**config.mk**
```make
export PLATFORM = sky130hd
export DESIGN_NAME = fifo_thresh_irq
export DESIGN_NICKNAME = d
export VERILOG_FILES = /design/src/rtl/fti_pkg.sv /design/src/rtl/fti_rst_sync.sv /design/src/rtl/fti_level_req.sv /design/src/rtl/fti_rx_events.sv /design/src/rtl/fifo_thresh_irq.sv
export SDC_FILE = /design/constraint.sdc
export NUM_CORES = 1
export LEC_CHECK = 0
export BUFFER_PORTS_ARGS = -buffer_cell sky130_fd_sc_hd__buf_2
export CAP_MARGIN = 40
export CORE_MARGIN = 2
export CORE_UTILIZATION = 38
export CTS_CLUSTER_SIZE = 40
export DETAILED_ROUTE_END_ITERATION = 8
export GPL_TIMING_DRIVEN = 0
export RECOVER_POWER = 50
export SYNTH_ARGS = -nofsm -noshare
export SYNTH_HDL_FRONTEND = slang
export SYNTH_HIERARCHICAL = 1
export SYNTH_SLANG_ARGS = --single-unit
```
**constraint.sdc**
```tcl
create_clock -name clk -period 2.4 [get_ports clk]
set_input_delay 0 -clock clk [delete_from_list [all_inputs] [get_ports clk]]
set_output_delay 0 -clock clk [all_outputs]
set_load 0.01 [all_outputs]
```
**src/rtl/fti_pkg.sv**
```systemverilog
package fti_pkg;
  localparam int unsigned ADDR_W = 3;

  localparam logic [ADDR_W-1:0] A_THR  = 3'd0;
  localparam logic [ADDR_W-1:0] A_MASK = 3'd1;
  localparam logic [ADDR_W-1:0] A_RAW  = 3'd2;
  localparam logic [ADDR_W-1:0] A_MST  = 3'd3;
  localparam logic [ADDR_W-1:0] A_CLR  = 3'd4;
  localparam logic [ADDR_W-1:0] A_FST  = 3'd5;
  localparam logic [ADDR_W-1:0] A_TOL  = 3'd6;

  localparam int unsigned NSRC = 4;

  // Level selected by a 3-bit threshold code: 1, then powers of two from 4.
  function automatic logic [31:0] code_level(input logic [2:0] code);
    if (code == 3'd0) code_level = 32'd1;
    else              code_level = 32'd2 << code;
  endfunction
endpackage

```
**src/rtl/fti_rst_sync.sv**
```systemverilog
module fti_rst_sync (
  input  logic clk,
  input  logic arst_n,
  output logic rst_n_o
);
  logic [1:0] sync_q;

  always_ff @(posedge clk or negedge arst_n) begin
    if (!arst_n) sync_q <= 2'b00;
    else         sync_q <= {sync_q[0], 1'b1};
  end

  assign rst_n_o = sync_q[1];
endmodule

```
**src/rtl/fti_level_req.sv**
```systemverilog
module fti_level_req #(
  parameter int unsigned LVL_W = 9,
  parameter bit          IS_TX = 1'b1
) (
  input  logic [LVL_W-1:0] level,
  input  logic [2:0]       code,
  output logic             req
);
  logic [31:0] thr;
  logic [31:0] lvl_ext;

  assign thr     = fti_pkg::code_level(code);
  assign lvl_ext = {{(32-LVL_W){1'b0}}, level};

  generate
    if (IS_TX) begin : g_tx
      assign req = (lvl_ext <= thr);
    end else begin : g_rx
      assign req = (lvl_ext >= thr);
    end
  endgenerate
endmodule

```
**src/rtl/fti_rx_events.sv**
```systemverilog
module fti_rx_events #(
  parameter int unsigned DEPTH = 256,
  parameter int unsigned LVL_W = 9,
  parameter int unsigned TO_W  = 16
) (
  input  logic             clk,
  input  logic             rst_n,
  input  logic [LVL_W-1:0] rx_level,
  input  logic             rx_push,
  input  logic             rx_pop,
  input  logic [TO_W-1:0]  to_limit,
  input  logic             clr_of,
  input  logic             clr_to,
  output logic             rx_full,
  output logic             rx_wr_en,
  output logic             of_flag,
  output logic             to_flag
);
  localparam logic [LVL_W-1:0] FULL_LVL = LVL_W'(DEPTH);

  logic [TO_W-1:0] cnt_q, cnt_d;
  logic            cnt_en;
  logic            of_q, of_d, to_q, to_d;
  logic            idle, of_evt, to_evt;

  assign rx_full  = (rx_level == FULL_LVL);
  assign rx_wr_en = rx_push & ~rx_full;
  assign of_evt   = rx_push & rx_full;
  assign idle     = (rx_level != '0) & ~rx_push & ~rx_pop;
  assign to_evt   = idle & (to_limit != '0) & (cnt_q == to_limit - 1'b1);

  always_comb begin
    cnt_d  = cnt_q;
    cnt_en = 1'b0;
    if (!idle) begin
      cnt_d  = '0;
      cnt_en = (cnt_q != '0);
    end else if (cnt_q != to_limit) begin
      cnt_d  = cnt_q + 1'b1;
      cnt_en = 1'b1;
    end
    of_d = of_evt | (of_q & ~clr_of);
    to_d = to_evt | (to_q & ~clr_to);
  end

  always_ff @(posedge clk or negedge rst_n) begin
    if (!rst_n) begin
      cnt_q <= '0;
      of_q  <= 1'b0;
      to_q  <= 1'b0;
    end else begin
      if (cnt_en) cnt_q <= cnt_d;
      of_q <= of_d;
      to_q <= to_d;
    end
  end

  assign of_flag = of_q;
  assign to_flag = to_q;
endmodule

```
**src/rtl/fifo_thresh_irq.sv**
```systemverilog
module fifo_thresh_irq #(
  parameter int unsigned DEPTH  = 256,
  parameter int unsigned DATA_W = 16,
  parameter int unsigned LVL_W  = $clog2(DEPTH + 1)
) (
  input  logic                       clk,
  input  logic                       rst_n,
  input  logic [LVL_W-1:0]           tx_level,
  input  logic [LVL_W-1:0]           rx_level,
  input  logic                       rx_push,
  input  logic                       rx_pop,
  input  logic                       eng_busy,
  output logic                       rx_wr_en,
  input  logic                       reg_wr,
  input  logic [fti_pkg::ADDR_W-1:0] reg_addr,
  input  logic [DATA_W-1:0]          reg_wdata,
  output logic [DATA_W-1:0]          reg_rdata,
  output logic                       irq
);
  import fti_pkg::*;

  localparam int unsigned TO_W = DATA_W;
  localparam logic [LVL_W-1:0] FULL_LVL = LVL_W'(DEPTH);

  logic             rst_sync_n;
  logic [2:0]       thr_tx_q, thr_rx_q, thr_tx_d, thr_rx_d;
  logic [NSRC-1:0]  mask_q, mask_d;
  logic [TO_W-1:0]  tol_q, tol_d;
  logic             wr_thr, wr_mask, wr_tol, clr_of, clr_to;
  logic             tx_req, rx_req, rx_full, of_flag, to_flag;
  logic [NSRC-1:0]  raw_st, msk_st;
  logic [4:0]       fstat;

  fti_rst_sync u_rst (.clk(clk), .arst_n(rst_n), .rst_n_o(rst_sync_n));

  fti_level_req #(.LVL_W(LVL_W), .IS_TX(1'b1)) u_tx_req (
    .level(tx_level), .code(thr_tx_q), .req(tx_req));
  fti_level_req #(.LVL_W(LVL_W), .IS_TX(1'b0)) u_rx_req (
    .level(rx_level), .code(thr_rx_q), .req(rx_req));

  fti_rx_events #(.DEPTH(DEPTH), .LVL_W(LVL_W), .TO_W(TO_W)) u_evt (
    .clk(clk), .rst_n(rst_sync_n), .rx_level(rx_level), .rx_push(rx_push),
    .rx_pop(rx_pop), .to_limit(tol_q), .clr_of(clr_of), .clr_to(clr_to),
    .rx_full(rx_full), .rx_wr_en(rx_wr_en), .of_flag(of_flag), .to_flag(to_flag));

  assign wr_thr  = reg_wr & (reg_addr == A_THR);
  assign wr_mask = reg_wr & (reg_addr == A_MASK);
  assign wr_tol  = reg_wr & (reg_addr == A_TOL);
  assign clr_of  = reg_wr & (reg_addr == A_CLR) & reg_wdata[0];
  assign clr_to  = reg_wr & (reg_addr == A_CLR) & reg_wdata[1];

  always_comb begin
    thr_tx_d = reg_wdata[5:3];
    thr_rx_d = reg_wdata[11:9];
    mask_d   = reg_wdata[NSRC-1:0];
    tol_d    = reg_wdata[TO_W-1:0];
  end

  always_ff @(posedge clk or negedge rst_sync_n) begin
    if (!rst_sync_n) begin
      thr_tx_q <= '0;
      thr_rx_q <= '0;
      mask_q   <= '1;
      tol_q    <= '0;
    end else begin
      if (wr_thr) begin
        thr_tx_q <= thr_tx_d;
        thr_rx_q <= thr_rx_d;
      end
      if (wr_mask) mask_q <= mask_d;
      if (wr_tol)  tol_q  <= tol_d;
    end
  end

  assign raw_st = {tx_req, rx_req, to_flag, of_flag};
  assign msk_st = raw_st & ~mask_q;
  assign irq    = |msk_st;
  assign fstat  = {eng_busy, rx_full, (rx_level != '0),
                   (tx_level != FULL_LVL), (tx_level == '0)};

  always_comb begin
    reg_rdata = '0;
    case (reg_addr)
      A_THR: begin
        reg_rdata[5:3]  = thr_tx_q;
        reg_rdata[11:9] = thr_rx_q;
      end
      A_MASK:  reg_rdata[NSRC-1:0] = mask_q;
      A_RAW:   reg_rdata[NSRC-1:0] = raw_st;
      A_MST:   reg_rdata[NSRC-1:0] = msk_st;
      A_FST:   reg_rdata[4:0]      = fstat;
      A_TOL:   reg_rdata[TO_W-1:0] = tol_q;
      default: reg_rdata = '0;
    endcase
  end
endmodule

```
## After elaboration in Yosys (flattened, before gate mapping)

Index checks and enable logic that the tools add are counted.

| cells by class | value |
|---|---|
| add/sub/neg operators | 2 |
| $lt $le $gt $ge | 2 |
| eq/ne operators | 11 |
| shifts and indexed selects | 2 |
| multiplexer cells | 13 |
| bitwise operators | 23 |
| reductions and logical operators | 9 |

Operators by type and width:

| operator | number |
|---|---|
| $mux W32 | 2 |
| $shl A2 B3 Y32 const A | 2 |
| $ge A9 B32 Y1 | 1 |
| $le A9 B32 Y1 | 1 |
| $mux W16 | 2 |
| $reduce_bool A16 Y1 | 2 |
| $add A16 B1 Y16 const B | 1 |
| $eq A16 B16 Y1 | 1 |
| $ne A16 B16 Y1 | 1 |
| $sub A16 B1 Y16 const B | 1 |
| $pmux W3 S5 | 1 |
| $and A1 B1 Y1 | 14 |
| $eq A3 B3 Y1 const B | 3 |
| $eq A9 B9 Y1 const B | 1 |
| $logic_not A3 Y1 | 3 |
| $logic_not A9 Y1 | 1 |
| $ne A9 B9 Y1 const B | 1 |
| $reduce_bool A9 Y1 | 1 |
| $eq A3 B2 Y1 const B | 2 |
| $pmux W1 S6 | 1 |
| $pmux W3 S2 | 1 |
| $not A1 Y1 | 5 |
| $and A4 B4 Y4 | 1 |
| $mux W4 | 1 |
| other kinds (10) | 12 |

| word-level totals | value |
|---|---|
| register bits | 46 |
| input bits | 43 |
| output and inout bits | 18 |
| logic and storage cells | 70 |

## Longest topological paths before layout

Gate-level depths: netlist (run 1).

| depth | value |
|---|---|
| depth in word-level cells | 6 |
| mapped depth | 9 |
| gate-level depth less buffers | 9 |

## Modules after synthesis

The synthesis (run 1) kept the hierarchy.

By module, submodules not included:

| module | times used | cells each | area an instance (µm²) | seq. area each (µm²) |
|---|---|---|---|---|
| fti_rx_events | 1 | 188 | 1636.6 | 450.4 |
| fifo_thresh_irq | 1 | 128 | 1476.4 | 655.6 |
| fti_level_req (u_tx_req) | 1 | 31 | 241.5 | 0.0 |
| fti_level_req (u_rx_req) | 1 | 30 | 234.0 | 0.0 |
| fti_rst_sync | 1 | 3 | 53.8 | 50.0 |

## Worst setup path after synthesis (run 1)

No wires, ideal clock.

| timing path | value |
|---|---|
| path kind | register to register |
| from | register tol_q[0] |
| to | register u_evt.to_q, in the netlist u_evt/to_flag |
| arrival time | 2248 ps |
| required time | 2305 ps |
| setup slack | 57 ps |
| cell stages (with the launch flop) | 9 |
| path buffers | 0 |
| cell sequence | dfrtp_1 -> inv_1 -> ha_1 -> nand2b_4 -> or3b_1 -> a2111oi_2 -> o211ai_1 -> or4b_1 -> o32ai_2 |

| between the ends | value |
|---|---|
| longest elaborated chain between the ends | 4 |
| elaborated cells between the ends (all ways) | 6 |
| classes of those cells | 1 x add/sub; 1 x eq/ne; 3 x bitwise; 1 x reduce/logical |

Ends and longest elaborated chain:

| element | RTL line | text |
|---|---|---|
| start: declaration | fifo_thresh_irq.sv:28 | `logic [TO_W-1:0] tol_q, tol_d;` |
| start signal: assignment | fifo_thresh_irq.sv:71 | `if (wr_tol) tol_q <= tol_d;` |
| $sub A16 B1 Y16 / $reduce_bool A16 Y1 (equally long branches) | fti_rx_events.sv:30 | `assign to_evt = idle & (to_limit != '0) & (cnt_q == to_limit - 1'b1);` |
| $eq A16 B16 Y1 / $and A1 B1 Y1 (equally long branches) | fti_rx_events.sv:30 |  |
| $and A1 B1 Y1 * | fti_rx_events.sv:30 |  |
| $or A1 B1 Y1 * | fti_rx_events.sv:43 | `to_d = to_evt \| (to_q & ~clr_to);` |
| via u_evt.to_d | fti_rx_events.sv:23 | `logic of_q, of_d, to_q, to_d;` |
| end signal: assignment | fti_rx_events.sv:54 | `to_q <= to_d;` |
| end: declaration | fti_rx_events.sv:23 |  |

Mark *: on every way through the listed nets, which the timed path passes. The rest lies on a longest branch.
A chain may end at the register's enable or synchronous reset.

## Worst setup path after layout (run 1)

| timing path | value |
|---|---|
| from | register thr_tx_q[1] |
| to | output irq |

| between the ends | value |
|---|---|
| longest elaborated chain between the ends | 5 |
| elaborated cells between the ends (all ways) | 6 |
| classes of those cells | 1 x order compare; 1 x shift; 1 x mux; 1 x bitwise; 2 x reduce/logical |

Ends and longest elaborated chain:

| element | RTL line | text |
|---|---|---|
| start: declaration | fifo_thresh_irq.sv:26 | `logic [2:0] thr_tx_q, thr_rx_q, thr_tx_d, thr_rx_d;` |
| start signal: assignment | fifo_thresh_irq.sv:67 | `thr_tx_q <= thr_tx_d;` |
| $shl A2 B3 Y32 / $logic_not A3 Y1 (equally long branches) | fti_pkg.sv:17, fti_pkg.sv:16 |  |
| $mux W32 * | fti_pkg.sv:16 | `if (code == 3'd0) code_level = 32'd1;` |
| $le A9 B32 Y1 * | fti_level_req.sv:17 | `assign req = (lvl_ext <= thr);` |
| via tx_req | fifo_thresh_irq.sv:30 | `logic tx_req, rx_req, rx_full, of_flag, to_flag;` |
| $and A4 B4 Y4 * | fifo_thresh_irq.sv:76 | `assign msk_st = raw_st & ~mask_q;` |
| $reduce_or A4 Y1 * | fifo_thresh_irq.sv:77 | `assign irq = \|msk_st;` |
| end: declaration | fifo_thresh_irq.sv:18 | `output logic irq` |

Marks and branches as above.

==> flow_metrics.tcl, run 1 <==
set metrics [dict create \
    fmax_mhz 406 \
    cp.buffers_inverters 1 \
    rsz0062_at_grt "true" \
    critPathTopFamily "compound AO/OA/AOI/OAI gates" \
    synth_seq_cells 46 \
    min_period_ns 2.46 \
    cts_root_buf "clkbuf_8" \
    peakVddDrop_mv 0.320 \
    insertion_delay_ns 0.30 \
    hold_viol 0 \
    gp_congestion 0.890 \
    initialDrtViolationCount 230 \
    die_h_um 102 \
    htreeDepth 2 \
    grt-ovfl-total 0 \
    p_per_area_nw_per_um2 608 \
    area_delta_synth_final_pct 28.9 \
    finalCritPeriodShare 1.03 \
    nets 544 \
    ys_types 76 \
    worst_slack_ns -0.0646 \
    synth.yosys.seq_area_share 0.317 \
    viasPerCell 5.52 \
    slowest_stage "dfrtp_2" \
    grt_max_degree 24 \
    post-route-drc-count 0 \
    drtAntennaViolNets 0 \
    worstMarginPinSlew_ns 1.02 \
    grt_usage 0.199 \
    clk_pin_slew_ns 0.09 \
    fin_area_um2 4690 \
    avgSynthCellArea_um2 9.58 \
    dieArea_um2 10400 \
    fin_skew_ns 0.0106 \
    synthFlopType "dfrtp_1" \
    hold_class "in2reg" \
    crit_path_end_kind "primary output" \
    synth_edf_count 0 \
    cts_buffers 5 \
    drt_pass1_iterations 5 \
    synth_nets 443 \
    critPathArrivalTime_ns 2.46 \
    synth-async-reset-ratio 1.00 \
    ys_warn_count 6 \
    dp_hpwl_um 7200 \
    grt_pass1_wl_um 16400 \
    io_buffers 59 \
    dp.cells 569 \
    start_kind "register" \
    avgRoutedWirePerCell_um 16.2 \
    status "finished, violations left" \
    drive_gt1_frac 0.320 \
    antenna_found_initial 0 \
    critPathMaxStageDelay_ns 0.44 \
    fp-row-count 35 \
    crit_fanout 5 \
    syn_inst 380 \
    cp_cell_sequence "or3b_4, ha_4, a211oi_4, o311ai_2, o211ai_1, a22oi_2, o221ai_2, buf_2" \
    top_level_ports 61 \
    crit_type "reg2out" \
    route.vias.total 3372 \
    netlist_area_um2 3640 \
    final_cells 611 \
    routed_wl_um 9890 \
    clockBufferDepth 2 \
    maxCapViolCount 0 \
    cts_tree "built" \
    setup_violations 3 \
    start_util 0.392 \
    violations "negative setup slack" \
    grt_pass1_vias 3371 \
    cts.sinks 46 \
    slew_violations 0 \
    critPathRequiredTime_ns 2.40 \
    p_leak_nw 2.10 \
    relSlewSlack 0.319 \
    insertedDiodeCount 0 \
    core_region_area_um2 9280 \
    placed_cell_area_um2 4130 \
    die_w_um 102 \
]
==> metal layers <==
layer  vias to the layer above  global-route usage  wire (um)  part of all wire
met1                      1671               0.290       4870              0.49
met3                         6              0.0287        398             0.040
met4                         0              0.0410         86            0.0087
met2                        73               0.317       4540              0.46
met5                         -                   0          0                 0
li1                       1622                   -          -                 -
==> placed cells by master (no fill, tap or decap), drive strengths merged, types with 8 or more instances in the layout <==
cell type,netlist,layout
and3,14,14
buf,15,87
clkbuf,4,13
dfrtp,42,42
dlygate4sd3,0,19
ha,20,20
inv,20,20
mux2,26,26
nand2,22,22
nand3,17,17
nand3b,10,10
nor2,19,19
nor4,10,10
o21ai,8,8
xnor2,11,11
xor2,15,15
==> state kept, by name (all words and copies together) (netlist names) <==
register / flops
u_evt/cnt_q: 16
u_evt/to_flag: 1
tol_q: 16
thr_tx_q: 3
mask_q: 4
u_rst/sync_q: 2
thr_rx_q: 3
u_evt/of_flag: 1
==> per-stage QoR <==
stage / total power [mW] / hold slack [ns] / worst slack, ns / setup TNS [ns] / utilization
after floorplan: 1.77 / -0.296 / 0.0568 / 0 / -
after CTS: 2.76 / 0.178 / -0.0316 / -0.0514 / 0.493
final: 2.85 / 0.178 / -0.0646 / -0.0795 / 0.506
after global placement: 2.05 / -0.215 / -0.184 / -0.184 / 0.442
after global routing: 3.07 / 0.204 / -0.176 / -0.489 / 0.506
after detailed placement: 2.08 / -0.211 / -0.156 / -0.156 / 0.445
==> cell families (layout without fill, tap and decap cells) <==
family | count (synthesis) | after routing | synth area share
AO/OA/AOI/OAI | 62 | 62 | 0.135
XOR/XNOR | 26 | 26 | 0.0625
adder cells (fa/ha/maj) | 20 | 20 | 0.0687
buffers and inverters | 39 | 141 | 0.0484
flip-flops | 46 | 46 | 0.317
multiplexers | 33 | 33 | 0.110
other | 1 | 1 | 0.00103
AND/OR/NAND/NOR | 153 | 153 | 0.257
==> worst register-to-register path: stages (launching register included) <==
cell,delay (ns)
dfrtp_2,0.43
inv_2,0.09
ha_4,0.16
nand2b_4,0.07
or3b_4,0.38
a2111oi_4,0.29
o211ai_1,0.13
or4b_1,0.55
o32ai_2,0.21
==> where the power goes <==
group	switching (mW)	internal, mW
Clock	0.263	0.264
Combinational	0.597	0.607
Sequential	0.214	0.909
==> worst paths after layout <==
check | startpoint | end | slack, ns | cells after the start
setup / recovery | thr_tx_q[1]$_DFFE_PN0P_ | irq | -0.06 | 8
hold / removal | rx_level[8] | u_evt/of_flag$_DFF_PN0_ | 0.18 | 4
setup reg to reg | tol_q[0]$_DFFE_PN0P_ | u_evt/to_flag$_DFF_PN0_ | 0 | 8
hold reg to reg | u_rst/sync_q[0]$_DFF_PN0_ | u_rst/sync_q[1]$_DFF_PN0_ | 0.36 | 0
max in group asynchronous | u_rst/sync_q[1]$_DFF_PN0_ | tol_q[0]$_DFFE_PN0P_ | 0.41 | 1
min in group asynchronous | u_rst/sync_q[1]$_DFF_PN0_ | u_evt/cnt_q[11]$_DFFE_PN0P_ | 0.38 | 0
==> Yosys cell counts, types with 5 or more instances <==
library cell	count	share of area
a22oi_1	6	0.012
and2_1	7	0.012
and3_1	14	0.024
buf_2	12	0.016
dfrtp_1	42	0.29
ha_1	20	0.069
inv_1	19	0.020
mux2_1	16	0.049
mux2_4	10	0.041
mux2i_1	7	0.019
nand2_1	21	0.022
nand3_1	17	0.023
nand3b_1	10	0.021
nand4_1	7	0.012
nor2_1	18	0.019
nor2b_1	5	0.0086
nor3_1	7	0.0096
nor4_1	9	0.015
o211ai_1	5	0.010
o21ai_0	7	0.0096
xnor2_1	11	0.026
xor2_1	15	0.036
==> what timing repair did <==
action / in CTS / in global routing
pin swaps: 5 / 20
hold buffers: 19 / 0
hold endpoints to repair: 29 / 0
setup endpoints to repair: 4 / 14
gates resized for setup: 17 / 32
buffers inserted: 13 / 2
==> layout make-up <==
class | instances | area, um2
multi-input combinational | 295 | 2470
inverter | 20 | 75.1
clock buffer | 7 | 96.3
buffer | 19 | 96.3
tap | 129 | 161
sequential | 46 | 1160
timing repair buffer | 94 | 617
fill | 939 | 4590
clock inverter | 1 | 8.76
(Power assumes the default switching activity.)
==> inputs of run 2 (changes only) <==
--- a/config.mk
+++ b/config.mk
@@ -8,10 +8,11 @@
 export BUFFER_PORTS_ARGS = -buffer_cell sky130_fd_sc_hd__buf_2
 export CAP_MARGIN = 40
 export CORE_MARGIN = 2
-export CORE_UTILIZATION = 38
+export CORE_UTILIZATION = 55
 export CTS_CLUSTER_SIZE = 40
 export DETAILED_ROUTE_END_ITERATION = 8
 export GPL_TIMING_DRIVEN = 0
+export PLACE_DENSITY = 0.78
 export RECOVER_POWER = 50
 export SYNTH_ARGS = -nofsm -noshare
 export SYNTH_HDL_FRONTEND = slang
==> flow_metrics.tcl, run 2 (synthesis results as in run 1) <==
set metrics [dict create \
    largestRegisters "tol_q (16), u_evt/cnt_q (16), mask_q (4)" \
    relSlewSlack 0.179 \
    maxCapViolCount 0 \
    die_h_um 85.4 \
    hold-worst-slack_ns 0.0107 \
    top_level_ports 61 \
    insertion_delay_ns 0.30 \
    slew_violations 0 \
    finalCritPeriodShare 1.03 \
    grt_pass1_wl_um 16300 \
    critPathArrivalTime_ns 2.47 \
    crit_type "reg2out" \
    cp_cell_sequence "buf_4, nand3b_1, ha_4, nand4_1, o311ai_1, o211ai_1, a22oi_1, o221ai_1, buf_2" \
    drtAntennaViolNets 0 \
    grt_usage 0.280 \
    grt_max_degree 24 \
    rsz0062_at_grt "true" \
    setup_violations 1 \
    dp.cells 517 \
    regArea_um2 1170 \
    fin_skew_ns 0.00344 \
    p_leak_nw 2.12 \
    io_buffers 59 \
    slowest_stage "dfrtp_2" \
    clockBufferDepth 2 \
    setup_tns_ns -0.0669 \
    fp-row-count 29 \
    start_kind "register" \
    htreeDepth 2 \
    drt_pass1_iterations 5 \
    placed_cell_area_um2 4060 \
    routed_wl_um 10100 \
    dp_hpwl_um 6840 \
    rr_startpoint "tol_q[8]$_DFFE_PN0P_" \
    nets 547 \
    worstReg2RegEnd "u_evt/to_flag$_DFF_PN0_" \
    cts_buffers 5 \
    grt_pass1_vias 3305 \
    die_w_um 85.4 \
    grt-ovfl-total 0 \
    fin_area_um2 4620 \
    final_cells 562 \
    cts_tree "built" \
    start_util 0.570 \
    critPathRequiredTime_ns 2.40 \
    startpoint "thr_tx_q[1]$_DFFE_PN0P_" \
    antenna_found_initial 0 \
    clk_pin_slew_ns 0.08 \
    power.total_mw 2.89 \
    gp_congestion 0.899 \
    cts_root_buf "clkbuf_8" \
    cts.sinks 46 \
    layout.cells.most_common "buf_2" \
    multi_input_area_um2 2460 \
    r2r.worst_path.cells 7 \
    drive_gt1_frac 0.320 \
    viasPerCell 6.15 \
    worstMarginPinSlew_ns 1.23 \
    violations "negative setup slack" \
    core_region_area_um2 6390 \
    peakVddDrop_mv 0.517 \
    hold_viol 0 \
    area_delta_synth_final_pct 26.9 \
    layout_common_cells "buf_2, dfrtp_1, buf_4, nand2_1, mux2_1" \
    hold_class "in2async" \
    initialDrtViolationCount 234 \
    status "finished, violations left" \
    dieArea_um2 7290 \
    crit_path_end_kind "primary output" \
    crit_end "irq" \
    route.vias.total 3454 \
    post-route-drc-count 0 \
    critPathMaxStageDelay_ns 0.43 \
    worst_slack_ns -0.0669 \
    avgRoutedWirePerCell_um 18.0 \
    crit_fanout 6 \
    p_per_area_nw_per_um2 625 \
    min_period_ns 2.47 \
    ff2ff_setup_slack_ns 0.01 \
    fill_cells 456 \
    fmax_mhz 405 \
    insertedDiodeCount 0 \
]
run 2: cell type report:
class                           instances  area share
Buffer                                 18      0.0198
Inverter                               20      0.0162
Sequential cell                        46       0.252
Tap cell                               77      0.0208
Multi-Input combinational cell        295       0.531
Timing Repair Buffer                   98       0.136
Clock buffer                            8      0.0238
run 2: critical path: cells and delay by family, from the launching register on:
kind,cells,cell delay (ns)
compound gates,4,0.88
fa+ha+maj,1,0.29
buf+inv,2,0.30
flops,1,0.43
simple gates,2,0.26
run 2: report_power, final:
part / switching [mW] / internal (mW) / total, mW
Combinational: 0.616 / 0.602 / 1.22
Clock: 0.254 / 0.291 / 0.545
Sequential: 0.217 / 0.910 / 1.13
run 2: what timing repair did:
action	CTS	global route
resized for setup	16	21
endpoints found under the hold margin	29	0
hold buffers	18	0
pin swaps	6	10
setup buffers	14	6
endpoints found under the setup margin	4	15
run 2: stage by stage:
stage | utilization | setup slack, ns
3_5_place_dp | 0.636 | -0.208
4_1_cts | 0.706 | 0.00145
5_1_grt | 0.724 | -0.244
6_report | 0.724 | -0.0669
3_3_place_gp | 0.632 | -0.162
2_1_floorplan | - | 0.0568
run 2: layer usage:
layer	GRT usage	part of all wire	vias up
met5	0	0	-
met4	0.0765	0.015	0
met3	0.0516	0.062	21
met2	0.452	0.48	140
met1	0.388	0.45	1676
li1	-	-	1617
run 2: how the worst min path moves through the flow:
stage / endpoint / cells after the start / slack (ns)
2_1_floorplan: u_rst/sync_q[0]$_DFF_PN0_ / 0 / -0.30
3_3_place_gp: u_rst/sync_q[1]$_DFF_PN0_ / 1 / -0.21
3_5_place_dp: u_rst/sync_q[0]$_DFF_PN0_ / 1 / -0.21
4_1_cts: u_rst/sync_q[1]$_DFF_PN0_ / 2 / 0.008
5_1_grt: u_rst/sync_q[0]$_DFF_PN0_ / 2 / 0.02
6_report: u_rst/sync_q[0]$_DFF_PN0_ / 2 / 0.01
